File: config.mk
export PLATFORM = sky130hd
export DESIGN_NAME = vmem_fill_dma
export DESIGN_NICKNAME = d
export VERILOG_FILES = /design/src/rtl/vfd_pkg.sv /design/src/rtl/vfd_arm.sv /design/src/rtl/vfd_seq.sv /design/src/rtl/vfd_addr_fmt.sv /design/src/rtl/vmem_fill_dma.sv
export SDC_FILE = /design/constraint.sdc
export NUM_CORES = 1
export LEC_CHECK = 0
export BUFFER_PORTS_ARGS = -buffer_cell sky130_fd_sc_hd__clkbuf_2
export CORE_MARGIN = 2
export CORE_UTILIZATION = 35
export CTS_CLUSTER_DIAMETER = 120
export CTS_CLUSTER_SIZE = 12
export DETAILED_ROUTE_END_ITERATION = 8
export HOLD_SLACK_MARGIN = 0.15
export PLACE_DENSITY = 0.63
export RECOVER_POWER = 50
export REMOVE_ABC_BUFFERS = 1
export SLEW_MARGIN = 40
export SYNTH_ARGS = -nofsm -noshare
export SYNTH_HDL_FRONTEND = slang
export SYNTH_SLANG_ARGS = --single-unit
File: constraint.sdc
create_clock -name clk -period 2 [get_ports clk]
set_clock_uncertainty 0.15 [all_clocks]
set_input_delay 0.4 -clock clk [delete_from_list [all_inputs] [get_ports clk]]
set_output_delay 0.4 -clock clk [all_outputs]
set_load 0.005 [all_outputs]
File: src/rtl/vfd_pkg.sv
package vfd_pkg;

    typedef enum logic [1:0] {
        TGT_PATTERN = 2'd0,
        TGT_COLOUR  = 2'd1,
        TGT_SCROLL  = 2'd2,
        TGT_SPARE   = 2'd3
    } vfd_target_e;

    localparam logic [1:0] MODE_FILL = 2'b10;

endpackage

File: src/rtl/vfd_arm.sv
module vfd_arm
    import vfd_pkg::*;
#(
    parameter int ADDR_W = 16
) (
    input  logic              clk,
    input  logic              rst_n,
    input  logic              cmd_wr,
    input  logic [1:0]        cmd_target,
    input  logic [ADDR_W-1:0] cmd_addr,
    input  logic              cmd_dma_req,
    input  logic              dma_en,
    input  logic [1:0]        xfer_mode,
    input  logic              start_take,
    output logic              armed_fill,
    output logic              pending_o,
    output logic [ADDR_W-1:0] arm_addr,
    output vfd_target_e       arm_target
);

    typedef struct packed {
        logic              req;
        logic              pending;
        logic              fill;
        logic [ADDR_W-1:0] addr;
        vfd_target_e       target;
    } arm_state_t;

    arm_state_t st_d, st_q;
    logic       req_eff;

    always_comb begin
        st_d    = st_q;
        req_eff = dma_en ? cmd_dma_req : st_q.req;
        if (cmd_wr) begin
            st_d.req     = req_eff;
            st_d.pending = req_eff;
            st_d.fill    = (xfer_mode == MODE_FILL);
            st_d.addr    = cmd_addr;
            st_d.target  = vfd_target_e'(cmd_target);
        end else if (start_take) begin
            st_d.pending = 1'b0;
        end
    end

    always_ff @(posedge clk) begin
        if (!rst_n) begin
            st_q <= '{req: 1'b0, pending: 1'b0, fill: 1'b0,
                      addr: '0, target: TGT_PATTERN};
        end else begin
            st_q <= st_d;
        end
    end

    assign armed_fill = st_q.pending && st_q.fill;
    assign pending_o  = st_q.pending;
    assign arm_addr   = st_q.addr;
    assign arm_target = st_q.target;

endmodule

File: src/rtl/vfd_seq.sv
module vfd_seq
    import vfd_pkg::*;
#(
    parameter int ADDR_W = 16,
    parameter int DATA_W = 16,
    parameter int LEN_W  = 16,
    parameter int INC_W  = 8
) (
    input  logic              clk,
    input  logic              rst_n,
    input  logic              abort,
    input  logic              start,
    input  logic [ADDR_W-1:0] start_addr,
    input  vfd_target_e       start_target,
    input  logic [INC_W-1:0]  start_inc,
    input  logic [LEN_W-1:0]  start_len,
    input  logic [DATA_W-1:0] start_data,
    output logic              active,
    output logic [ADDR_W-1:0] cur_addr,
    output vfd_target_e       cur_target,
    output logic [DATA_W-1:0] cur_data
);

    localparam int CNT_W = LEN_W + 1;
    localparam logic [CNT_W-1:0] FULL_RUN = CNT_W'(1) << LEN_W;
    localparam logic [CNT_W-1:0] LAST_ONE = CNT_W'(1);

    typedef struct packed {
        logic              busy;
        logic [CNT_W-1:0]  left;
        logic [ADDR_W-1:0] addr;
        logic [INC_W-1:0]  inc;
        logic [DATA_W-1:0] data;
        vfd_target_e       target;
    } seq_state_t;

    seq_state_t st_d, st_q;

    always_comb begin
        st_d = st_q;
        if (abort) begin
            st_d.busy = 1'b0;
            st_d.left = '0;
        end else if (st_q.busy) begin
            st_d.addr = st_q.addr + ADDR_W'(st_q.inc);
            st_d.left = st_q.left - LAST_ONE;
            if (st_q.left == LAST_ONE) begin
                st_d.busy = 1'b0;
            end
        end else if (start) begin
            st_d.busy   = 1'b1;
            st_d.left   = (start_len == '0) ? FULL_RUN : CNT_W'(start_len);
            st_d.addr   = start_addr;
            st_d.inc    = start_inc;
            st_d.data   = start_data;
            st_d.target = start_target;
        end
    end

    always_ff @(posedge clk) begin
        if (!rst_n) begin
            st_q <= '{busy: 1'b0, left: '0, addr: '0, inc: '0,
                      data: '0, target: TGT_PATTERN};
        end else begin
            st_q <= st_d;
        end
    end

    assign active     = st_q.busy;
    assign cur_addr   = st_q.addr;
    assign cur_target = st_q.target;
    assign cur_data   = st_q.data;

endmodule

File: src/rtl/vfd_addr_fmt.sv
module vfd_addr_fmt
    import vfd_pkg::*;
#(
    parameter int ADDR_W = 16,
    parameter int IDX_W  = 6
) (
    input  vfd_target_e       target,
    input  logic [ADDR_W-1:0] byte_addr,
    output logic [ADDR_W-1:0] out_addr
);

    logic [IDX_W-1:0] word_idx;

    assign word_idx = byte_addr[IDX_W:1];

    generate
        if (IDX_W < ADDR_W) begin : g_pad
            always_comb begin
                if (target == TGT_PATTERN) begin
                    out_addr = byte_addr;
                end else begin
                    out_addr = {{(ADDR_W-IDX_W){1'b0}}, word_idx};
                end
            end
        end else begin : g_full
            always_comb begin
                if (target == TGT_PATTERN) begin
                    out_addr = byte_addr;
                end else begin
                    out_addr = ADDR_W'(word_idx);
                end
            end
        end
    endgenerate

endmodule

File: src/rtl/vmem_fill_dma.sv
module vmem_fill_dma
    import vfd_pkg::*;
#(
    parameter int ADDR_W = 16,
    parameter int DATA_W = 16,
    parameter int LEN_W  = 16,
    parameter int INC_W  = 8,
    parameter int IDX_W  = 6
) (
    input  logic              clk,
    input  logic              rst_n,
    input  logic              cmd_wr,
    input  logic [1:0]        cmd_target,
    input  logic [ADDR_W-1:0] cmd_addr,
    input  logic              cmd_dma_req,
    input  logic              dma_en,
    input  logic [1:0]        xfer_mode,
    input  logic [INC_W-1:0]  auto_inc,
    input  logic [LEN_W-1:0]  fill_len,
    input  logic              data_wr,
    input  logic [DATA_W-1:0] data_val,
    output logic              pending,
    output logic              busy,
    output logic              mem_we,
    output logic [1:0]        mem_target,
    output logic [ADDR_W-1:0] mem_addr,
    output logic [DATA_W-1:0] mem_wdata
);

    logic              armed_fill;
    logic              start_fill;
    logic [ADDR_W-1:0] arm_addr;
    vfd_target_e       arm_target;
    logic              seq_active;
    logic [ADDR_W-1:0] seq_addr;
    vfd_target_e       seq_target;
    logic [DATA_W-1:0] seq_data;

    // a command in the same cycle outranks the data write
    assign start_fill = data_wr && !cmd_wr && armed_fill && !seq_active;

    vfd_arm #(.ADDR_W(ADDR_W)) u_arm (
        .clk         (clk),
        .rst_n       (rst_n),
        .cmd_wr      (cmd_wr),
        .cmd_target  (cmd_target),
        .cmd_addr    (cmd_addr),
        .cmd_dma_req (cmd_dma_req),
        .dma_en      (dma_en),
        .xfer_mode   (xfer_mode),
        .start_take  (start_fill),
        .armed_fill  (armed_fill),
        .pending_o   (pending),
        .arm_addr    (arm_addr),
        .arm_target  (arm_target)
    );

    vfd_seq #(
        .ADDR_W (ADDR_W),
        .DATA_W (DATA_W),
        .LEN_W  (LEN_W),
        .INC_W  (INC_W)
    ) u_seq (
        .clk          (clk),
        .rst_n        (rst_n),
        .abort        (cmd_wr),
        .start        (start_fill),
        .start_addr   (arm_addr),
        .start_target (arm_target),
        .start_inc    (auto_inc),
        .start_len    (fill_len),
        .start_data   (data_val),
        .active       (seq_active),
        .cur_addr     (seq_addr),
        .cur_target   (seq_target),
        .cur_data     (seq_data)
    );

    vfd_addr_fmt #(.ADDR_W(ADDR_W), .IDX_W(IDX_W)) u_fmt (
        .target    (seq_target),
        .byte_addr (seq_addr),
        .out_addr  (mem_addr)
    );

    assign busy       = seq_active;
    assign mem_we     = seq_active;
    assign mem_target = seq_target;
    assign mem_wdata  = seq_data;

endmodule

* Word-level counts from Yosys, hierarchy flattened
Cells that the tools add are included.
** Storage, ports and cells
- Register bits :: 81
- Input port bits :: 66
- Output and inout bits :: 37
- Logic and storage cells :: 39
** Cells by class
- $add $sub $neg :: 2
- Eq/ne operators :: 2
- Mux-type cells :: 8
- Bitwise operators :: 3
- Reduce and logical (&&, ||, !) cells :: 13
** Operators by type and width (count)
- $mux 60 :: 1
- $mux 34 :: 1
- $eq 17x1->1 const B :: 1
- $mux 17 :: 1
- $sub 17x1->17 const B :: 1
- $add 16x8->16 :: 1
- $logic_not 16->1 :: 1
- $mux 16 :: 1
- $logic_and 1x1->1 :: 4
- $mux 1 :: 4
- $reduce_bool 2->1 :: 2
- $not 1->1 :: 3
- $reduce_and 3->1 :: 1
- $eq 2x2->1 const B :: 1
- $logic_not 1->1 :: 2
- $logic_not 2->1 :: 1
- $reduce_and 2->1 :: 1
- $reduce_or 2->1 :: 1

* Depth between registers and ports, before layout
Gate-level depths: netlist of the first run.
- Depth in word-level cells :: 6
- Depth in mapped cells :: 8
- Gate-level depth less buffers :: 7

* Modules after synthesis
A second synthesis of the first run with hierarchy kept.
** Second synthesis, totals
- Cell total of the unflattened synthesis :: 567
- Area total of the unflattened synthesis :: 4675.7 µm²
** Modules (own cells, without submodules)
- vfd_seq :: instances 1, cells an instance 454, area each 3520.9 µm², sequential area each 1201.2 µm²
- vfd_arm :: instances 1, cells an instance 93, area each 982.2 µm², sequential area each 420.4 µm²
- vfd_addr_fmt :: instances 1, cells an instance 18, area each 152.6 µm², sequential area each 0.0 µm²
- vmem_fill_dma :: instances 1, cells an instance 2, area each 20.0 µm², sequential area each 0.0 µm²

* Least setup slack after synthesis of the first run
OpenSTA, ideal clock, no wires.
- Kind :: reg2reg
- Start :: register u_seq.st_q (netlist bit u_seq.cur_addr[2])
- End :: register u_seq.st_q (netlist bit u_seq.cur_addr[9])
- Setup time :: 74 ps
- Arrival :: 1899 ps
- Data required time :: 1776 ps
- Slack :: -123 ps
- Cell stages (with the launch flop) :: 7
- Buffers on the path :: 0
- Clock period less this slack :: 2123 ps
- Cells stage by stage :: dfxtp_1 ha_1 o211ai_1 o21ai_1 a41oi_1 or4b_1 a31oi_1
** Between the ends
- Word-level cells in the longest chain between the ends :: 2
** Ends and longest elaborated chain
- start: declaration :: line vfd_seq.sv:37 : seq_state_t st_d, st_q;
- start signal: assignment :: line vfd_seq.sv:62 : st_q <= '{busy: 1'b0, left: '0, addr: '0, inc: '0,
- start signal: assignment :: line vfd_seq.sv:65 : st_q <= st_d;
- $add 16x8->16 :: line vfd_seq.sv:45 : st_d.addr = st_q.addr + ADDR_W'(st_q.inc);
- $mux 34 :: line vfd_seq.sv:44 : end else if (st_q.busy) begin
No other way between the ends.
A chain may end at the register's enable or synchronous reset.

* Worst setup path after layout of the first run
- Start :: register u_seq.st_q[18] (netlist name)
- End :: register u_seq.st_q (netlist bit u_seq.cur_addr[6])
Same word-level chain as after synthesis.

==> key figures, run 1 <==
Synth
  • Distinct cells, synth: 65
  • Area leader, netlist: dfxtp_1
  • Most common cell in the netlist: dfxtp_1
  • Synth Cell Area: 0.00414 sq mm
  • Synth Register Bits: 81
  • Post-synth top cells: 81 x dfxtp_1, 80 x nand2_1, 48 x nor2_1, 40 x a21oi_1, 23 x clkbuf_1
  • Fraction of registers with async set/reset: 0%
  • Post-synth EDFFs: 0
  • Top cell type's share of synthesized area: 39.2%
  • Avg Inst Size Synth: 8.41 sq um
  • Register area share after synthesis: 39.2%
  • Mapped Cells: 492
  • Prevailing post-synth register cell: dfxtp_1
  • Area contributors post-synth: dfxtp_1 39%, nand2_1 7.3%, mux2i_1 5.3%
  • Synth warn: 0

Status
  • Failing checks: setup timing
  • Run status: finished, violations left

Worst setup path
  • CP Buf/Inv Count: 1
  • Crit-path max FO: 4
  • FF-to-FF End: u_seq.cur_addr[6]
  • RR Startpoint: u_seq.st_q[18]
  • Arrival time worst endpoint: 2.17 ns
  • R2R Setup Slk: -0.09 ns
  • Crit end category: flop
  • Crit-path max cell delay: 0.37 ns
  • CP max-delay cell: fa_2
  • Critical Path Stages: 8
  • Critical Path, Cell by Cell: ha_4, fa_2, a211oi_2, o21ai_2, buf_4, xor2_2, a221oi_2, nor2_1
  • Reg2reg path depth: 8
  • Setup CP Type: reg -> reg
  • WP data required: 2.08 ns
  • CP Launch Type: flop
  • Crit-path leading delay family: compound AO/OA/AOI/OAI gates

Finish
  • Final std cell area, no fill: 0.00587 sq mm
  • Layout cells sized above 1: 36.3%
  • Footprint of the multi-input gates: 0.00248 sq mm
  • Area grow syn2layout: 41.8%
  • Fill cells: 1071
  • Sequential Area: 0.00164 sq mm
  • Antenna diode count: 0
  • Nets: 722

Clock network
  • Reg clk slew, reported paths: 0.07 ns
  • Number of buffers created by CTS: 9
  • CTS Sinks: 81
  • Root Driver: clkbuf_16
  • Clk_lat worst skew: 0.34 ns
  • Deepest clock path buffer count: 2
  • CTS tree: done
  • Htree depth: 3

GRT
  • Initial antenna violation count: 0
  • Vias in the first global route: 4298
  • First-pass GRT wire length: 20700 microns
  • Pin count of the biggest net entering global routing: 39
  • GRT Util Overall: 20.1%
  • Global route overflow: 0

Detailed routing
  • DR pass1 iterations: 7
  • Antenna Violating Nets Remaining: 0
  • Drt drc: 0
  • Initial detailed-routing violation count: 208
  • WL/cell: 16.4 microns
  • Vias per cell: 5.42
  • DRT Wirelength: 13000 microns
  • Vias: 4297

Floorplan
  • Die area: 0.0127 sq mm
  • Row Count: 39
  • Core box area: 0.0115 sq mm
  • Die span in x: 113 microns
  • IO Pins: 103
  • Initial core utilization: 36.1%
  • Die Y: 113 microns

Min path
  • Hold path startpoint: auto_inc[5]
  • WHS Path Cells: 3
  • Min-Delay Endpoint: u_seq.st_q[23]
  • Worst Hold Class: in -> reg

Timing
  • Tightest Pin Transition: 1.01 ns
  • Final worst path period share: 104%
  • RSZ-0062 raised after global routing: true
  • Fin. max-slew vios: 0
  • # setup viols final: 16
  • Hold WS: 0.151 ns
  • Clock period minus worst slack: 2.09 ns
  • Fmax: 0.480 GHz
  • Fin worst setup slack: -0.0854 ns
  • Worst slew margin: 32.5%
  • Final Hold Vio Count: 0

Place
  • Placed instance area: 0.00494 sq mm
  • Buffers added on ports: 102
  • HPWL after detailed placement: 8530 microns
  • RD Place Congestion: 0.880

Pwr
  • Power density over cell area: 607 mW/mm^2
  • Peak VDD IR: 359 uV
  • Leakage: 2.48 nW

Job
  • Max_cap viols: 0
[routing by layer]
| metal | track usage [%] | wire length [microns] | vias to the layer above |
|---|---|---|---|
| met5 | 0 | 0 | - |
| li1 | - | - | 2057 |
| met4 | 8.94 | 422 | 0 |
| met3 | 2.84 | 653 | 31 |
| met2 | 33.9 | 6390 | 162 |
| met1 | 25.7 | 5570 | 2047 |
[power by group]
part,total (mW),switching [mW],internal [mW]
sequential,1.65,0.0163,1.64
clock,1.67,0.675,0.998
combinational,0.234,0.112,0.122
[through the flow]
stage               worst slack [ns]  utilization, %  setup TNS, ns  instances  power, mW
finish                       -0.0854            51.2         -0.482        793       3.56
global route                  -0.156            51.2          -2.18        793       3.69
CTS                          -0.0580            49.6         -0.103        789       3.58
detailed placement            -0.280            43.1          -1.59        739       1.89
global placement              -0.198            43.1         -0.740        739       1.88
floorplan                      -1.22               -         -57.27        444       1.76
[cells by family after synthesis]
logic type	Yosys count	synth area share, %
and+or+nand+nor	194	22.3
AOI/OAI and AO/OA	117	18.8
DFF	81	39.2
buffers and inverters	53	7.47
muxes	29	7.22
adders and majority gates	11	3.51
xor gates and xnor gates	7	1.48
[cell usage in the layout (no fill, tap or decap), drive strengths merged, types with 10 or more instances in the layout]
cell type | netlist | final
dfxtp | 81 | 81
a21oi | 41 | 41
mux2i | 22 | 22
nand2 | 80 | 80
buf | 22 | 62
clkbuf | 26 | 118
nor3 | 11 | 11
a31oi | 10 | 10
ha | 10 | 10
dlygate4sd3 | 0 | 21
nor2 | 48 | 48
and2 | 12 | 12
o21ai | 15 | 15
[flip-flops by register name, indices dropped and copies added (netlist names)]
signal            flops
u_seq.st_q           25
u_arm.arm_addr       16
u_seq.cur_addr       16
u_seq.cur_data       16
u_arm.arm_target      2
u_arm.st_q            2
u_seq.cur_target      2
u_arm.pending_o       1
u_seq.active          1
[worst max-delay path by stage]
stage,startpoint,to
2_1_floorplan,u_seq.active,u_seq.st_q[55]
3_3_place_gp,u_seq.cur_addr[0],u_seq.cur_addr[6]
3_5_place_dp,u_seq.cur_addr[0],u_seq.cur_addr[14]
4_1_cts,u_seq.st_q[18],u_seq.cur_addr[6]
5_1_grt,u_seq.st_q[18],u_seq.cur_addr[6]
6_report,u_seq.st_q[18],u_seq.cur_addr[6]
[tightest hold or removal path, cell delays in order]
cell and delay (ns):
clkbuf_2 0.08, nand2_1 0.06, a21oi_1 0.05
[area by class of cell]
cell class | instances | share of cell area [%]
multi-input cells | 358 | 42.3
flip-flops and latches | 81 | 27.9
repair buffers | 190 | 21.3
clock buffers | 11 | 4.14
well taps | 143 | 3.05
clock inverters | 5 | 0.938
inverters | 5 | 0.320
[timing repair]
action                                  in CTS  in global routing
endpoints found under the hold margin       21                  0
hold buffers                                21                  0
gates cloned                                 1                  0
resized for setup                           35                 42
endpoints found under the setup margin      20                 28
pin swaps                                   15                 24
buffers inserted                            12                  5
Power figures use the tool's default switching activity.
==> run 2, diff against run 1 <==
- RECOVER_POWER: 50 -> not set
==> run 2 against run 1 <==
Global-route usage is the same. Register-to-register slack is essentially flat. Critical endpoint unchanged. Cell count is the same. Sequential cell count is the same. Sequential power is essentially flat. Total power is essentially flat. The flow still finishes with violations (setup timing).
==> key figures, run 2 (synthesis results as in run 1) <==
Clock network
  • Reg clk slew, reported paths: 0.07 ns
  • CTS tree: done
  • Deepest clock path buffer count: 2
  • CTS Sinks: 81
  • Htree depth: 3
  • Clk_lat worst skew: 0.34 ns
  • Root Driver: clkbuf_16
  • Number of buffers created by CTS: 9

Worst setup path
  • Critical Path, Cell by Cell: ha_4, fa_2, a211oi_2, o21ai_2, buf_4, xor2_2, a221oi_2, nor2_1
  • CP Buf/Inv Count: 1
  • Crit-path leading delay family: compound AO/OA/AOI/OAI gates
  • R2R Setup Slk: -0.08 ns
  • CP Launch Type: flop
  • CP max-delay cell: fa_2
  • Setup CP Type: reg -> reg
  • Crit-path max cell delay: 0.37 ns
  • Crit-path max FO: 4
  • Arrival time worst endpoint: 2.16 ns
  • Crit end category: flop
  • WP data required: 2.08 ns

Place
  • RD Place Congestion: 0.880
  • Placed instance area: 0.00494 sq mm
  • Buffers added on ports: 102
  • HPWL after detailed placement: 8530 microns

Job
  • Max_cap viols: 0

Timing
  • # setup viols final: 6
  • Tightest Pin Transition: 0.452 ns
  • Fin. max-slew vios: 0
  • Final worst path period share: 104%
  • RSZ-0062 raised after global routing: true
  • Fin worst setup slack: -0.0819 ns
  • Worst slew margin: 69.8%
  • Final Hold Vio Count: 0
  • Fmax: 0.480 GHz
  • Clock period minus worst slack: 2.08 ns

Status
  • Run status: finished, violations left
  • Failing checks: setup timing

Finish
  • Final std cell area, no fill: 0.00590 sq mm
  • Reg with most FFs: u_seq.st_q
  • Nets: 722
  • Antenna diode count: 0
  • Most frequent cells in the layout: 102 x clkbuf_2, 80 x nand2_1, 68 x dfxtp_1
  • Footprint of the multi-input gates: 0.00248 sq mm
  • Fill cells: 1060
  • Layout cells sized above 1: 38.5%
  • Sequential Area: 0.00165 sq mm
  • Area grow syn2layout: 42.5%
  • Most common cell after layout, fill and taps aside: clkbuf_2
  • Largest register FFs: 25

Detailed routing
  • Drt drc: 0
  • DRT Wirelength: 13100 microns
  • DR pass1 iterations: 5
  • WL/cell: 16.5 microns
  • Antenna Violating Nets Remaining: 0
  • Vias: 4266
  • Vias per cell: 5.38
  • Initial detailed-routing violation count: 266

Floorplan
  • Die span in x: 113 microns
  • Die Y: 113 microns
  • IO Pins: 103
  • Initial core utilization: 36.1%
  • Row Count: 39
  • Core box area: 0.0115 sq mm
  • Die area: 0.0127 sq mm

GRT
  • Initial antenna violation count: 0
  • First-pass GRT wire length: 20700 microns
  • Pin count of the biggest net entering global routing: 39
  • Vias in the first global route: 4298
  • Global route overflow: 0
  • GRT Util Overall: 20.1%

Pwr
  • Final Power: 3.56 mW
  • Power density over cell area: 604 mW/mm^2
  • Peak VDD IR: 359 uV
  • Leakage: 2.53 nW

Min path
  • Worst Hold Class: in -> reg
-- run 2: cell count changes in the layout (fill, tap and decap cells not counted), sizes merged --
cell,previous run,this run
buf,62,67
clkbuf,118,113
-- run 2: final timing paths --
kind / cells after the start / start / to
setup / recovery: 8 / u_seq.st_q[18] / u_seq.cur_addr[6]
hold / removal: 3 / auto_inc[5] / u_seq.st_q[23]
setup reg to reg: 8 / u_seq.st_q[18] / u_seq.cur_addr[6]
hold reg to reg: 2 / u_arm.arm_target[1] / u_seq.cur_target[1]
-- run 2: cell type report --
cell class	instances	area share (%)
Multi-Input combinational cell	358	42.1
Sequential cell	81	27.9
Timing Repair Buffer	190	21.6
Clock buffer	11	4.11
Tap cell	143	3.03
Clock inverter	5	0.933
Inverter	5	0.318
-- run 2: per-stage QoR --
stage / instances / worst slack (ns) / TNS [ns] / hold slack (ns) / util [%]
after floorplan: 444 / -1.22 / -57.27 / 0.281 / -
after global placement: 739 / -0.198 / -0.740 / 0.291 / 43.1
after detailed placement: 739 / -0.280 / -1.59 / 0.300 / 43.1
after CTS: 789 / -0.0580 / -0.103 / 0.150 / 49.6
after global routing: 793 / -0.156 / -1.09 / 0.162 / 51.4
final: 793 / -0.0819 / -0.349 / 0.151 / 51.4
-- run 2: worst reg2reg max path, cell delays in order, from the launching register on --
cell	delay [ns]
dfxtp_2	0.34
ha_4	0.17
fa_2	0.37
a211oi_2	0.23
o21ai_2	0.14
buf_4	0.16
xor2_2	0.14
a221oi_2	0.23
nor2_1	0.05
-- run 2: where the power goes --
| part | switching (mW) | internal [mW] | leakage, nW |
|---|---|---|---|
| Sequential | 0.0163 | 1.64 | 0.664 |
| Combinational | 0.112 | 0.123 | 1.72 |
| Clock | 0.677 | 0.998 | 0.142 |
-- run 2: what timing repair did --
item	in CTS	in global routing
buffers inserted	12	5
cloned	1	0
hold buffers	21	0
setup endpoints to repair	20	28
pin swaps	15	24
hold endpoints to repair	21	0
resized for setup	35	42
-- run 2: routing by layer --
metal  track usage [%]  wire (microns)  part of all wire, %
met3              2.84             642                  4.9
met5                 0               0                    0
met4              8.94             389                  3.0
met2              33.9            6370                   49
met1              25.7            5690                   43
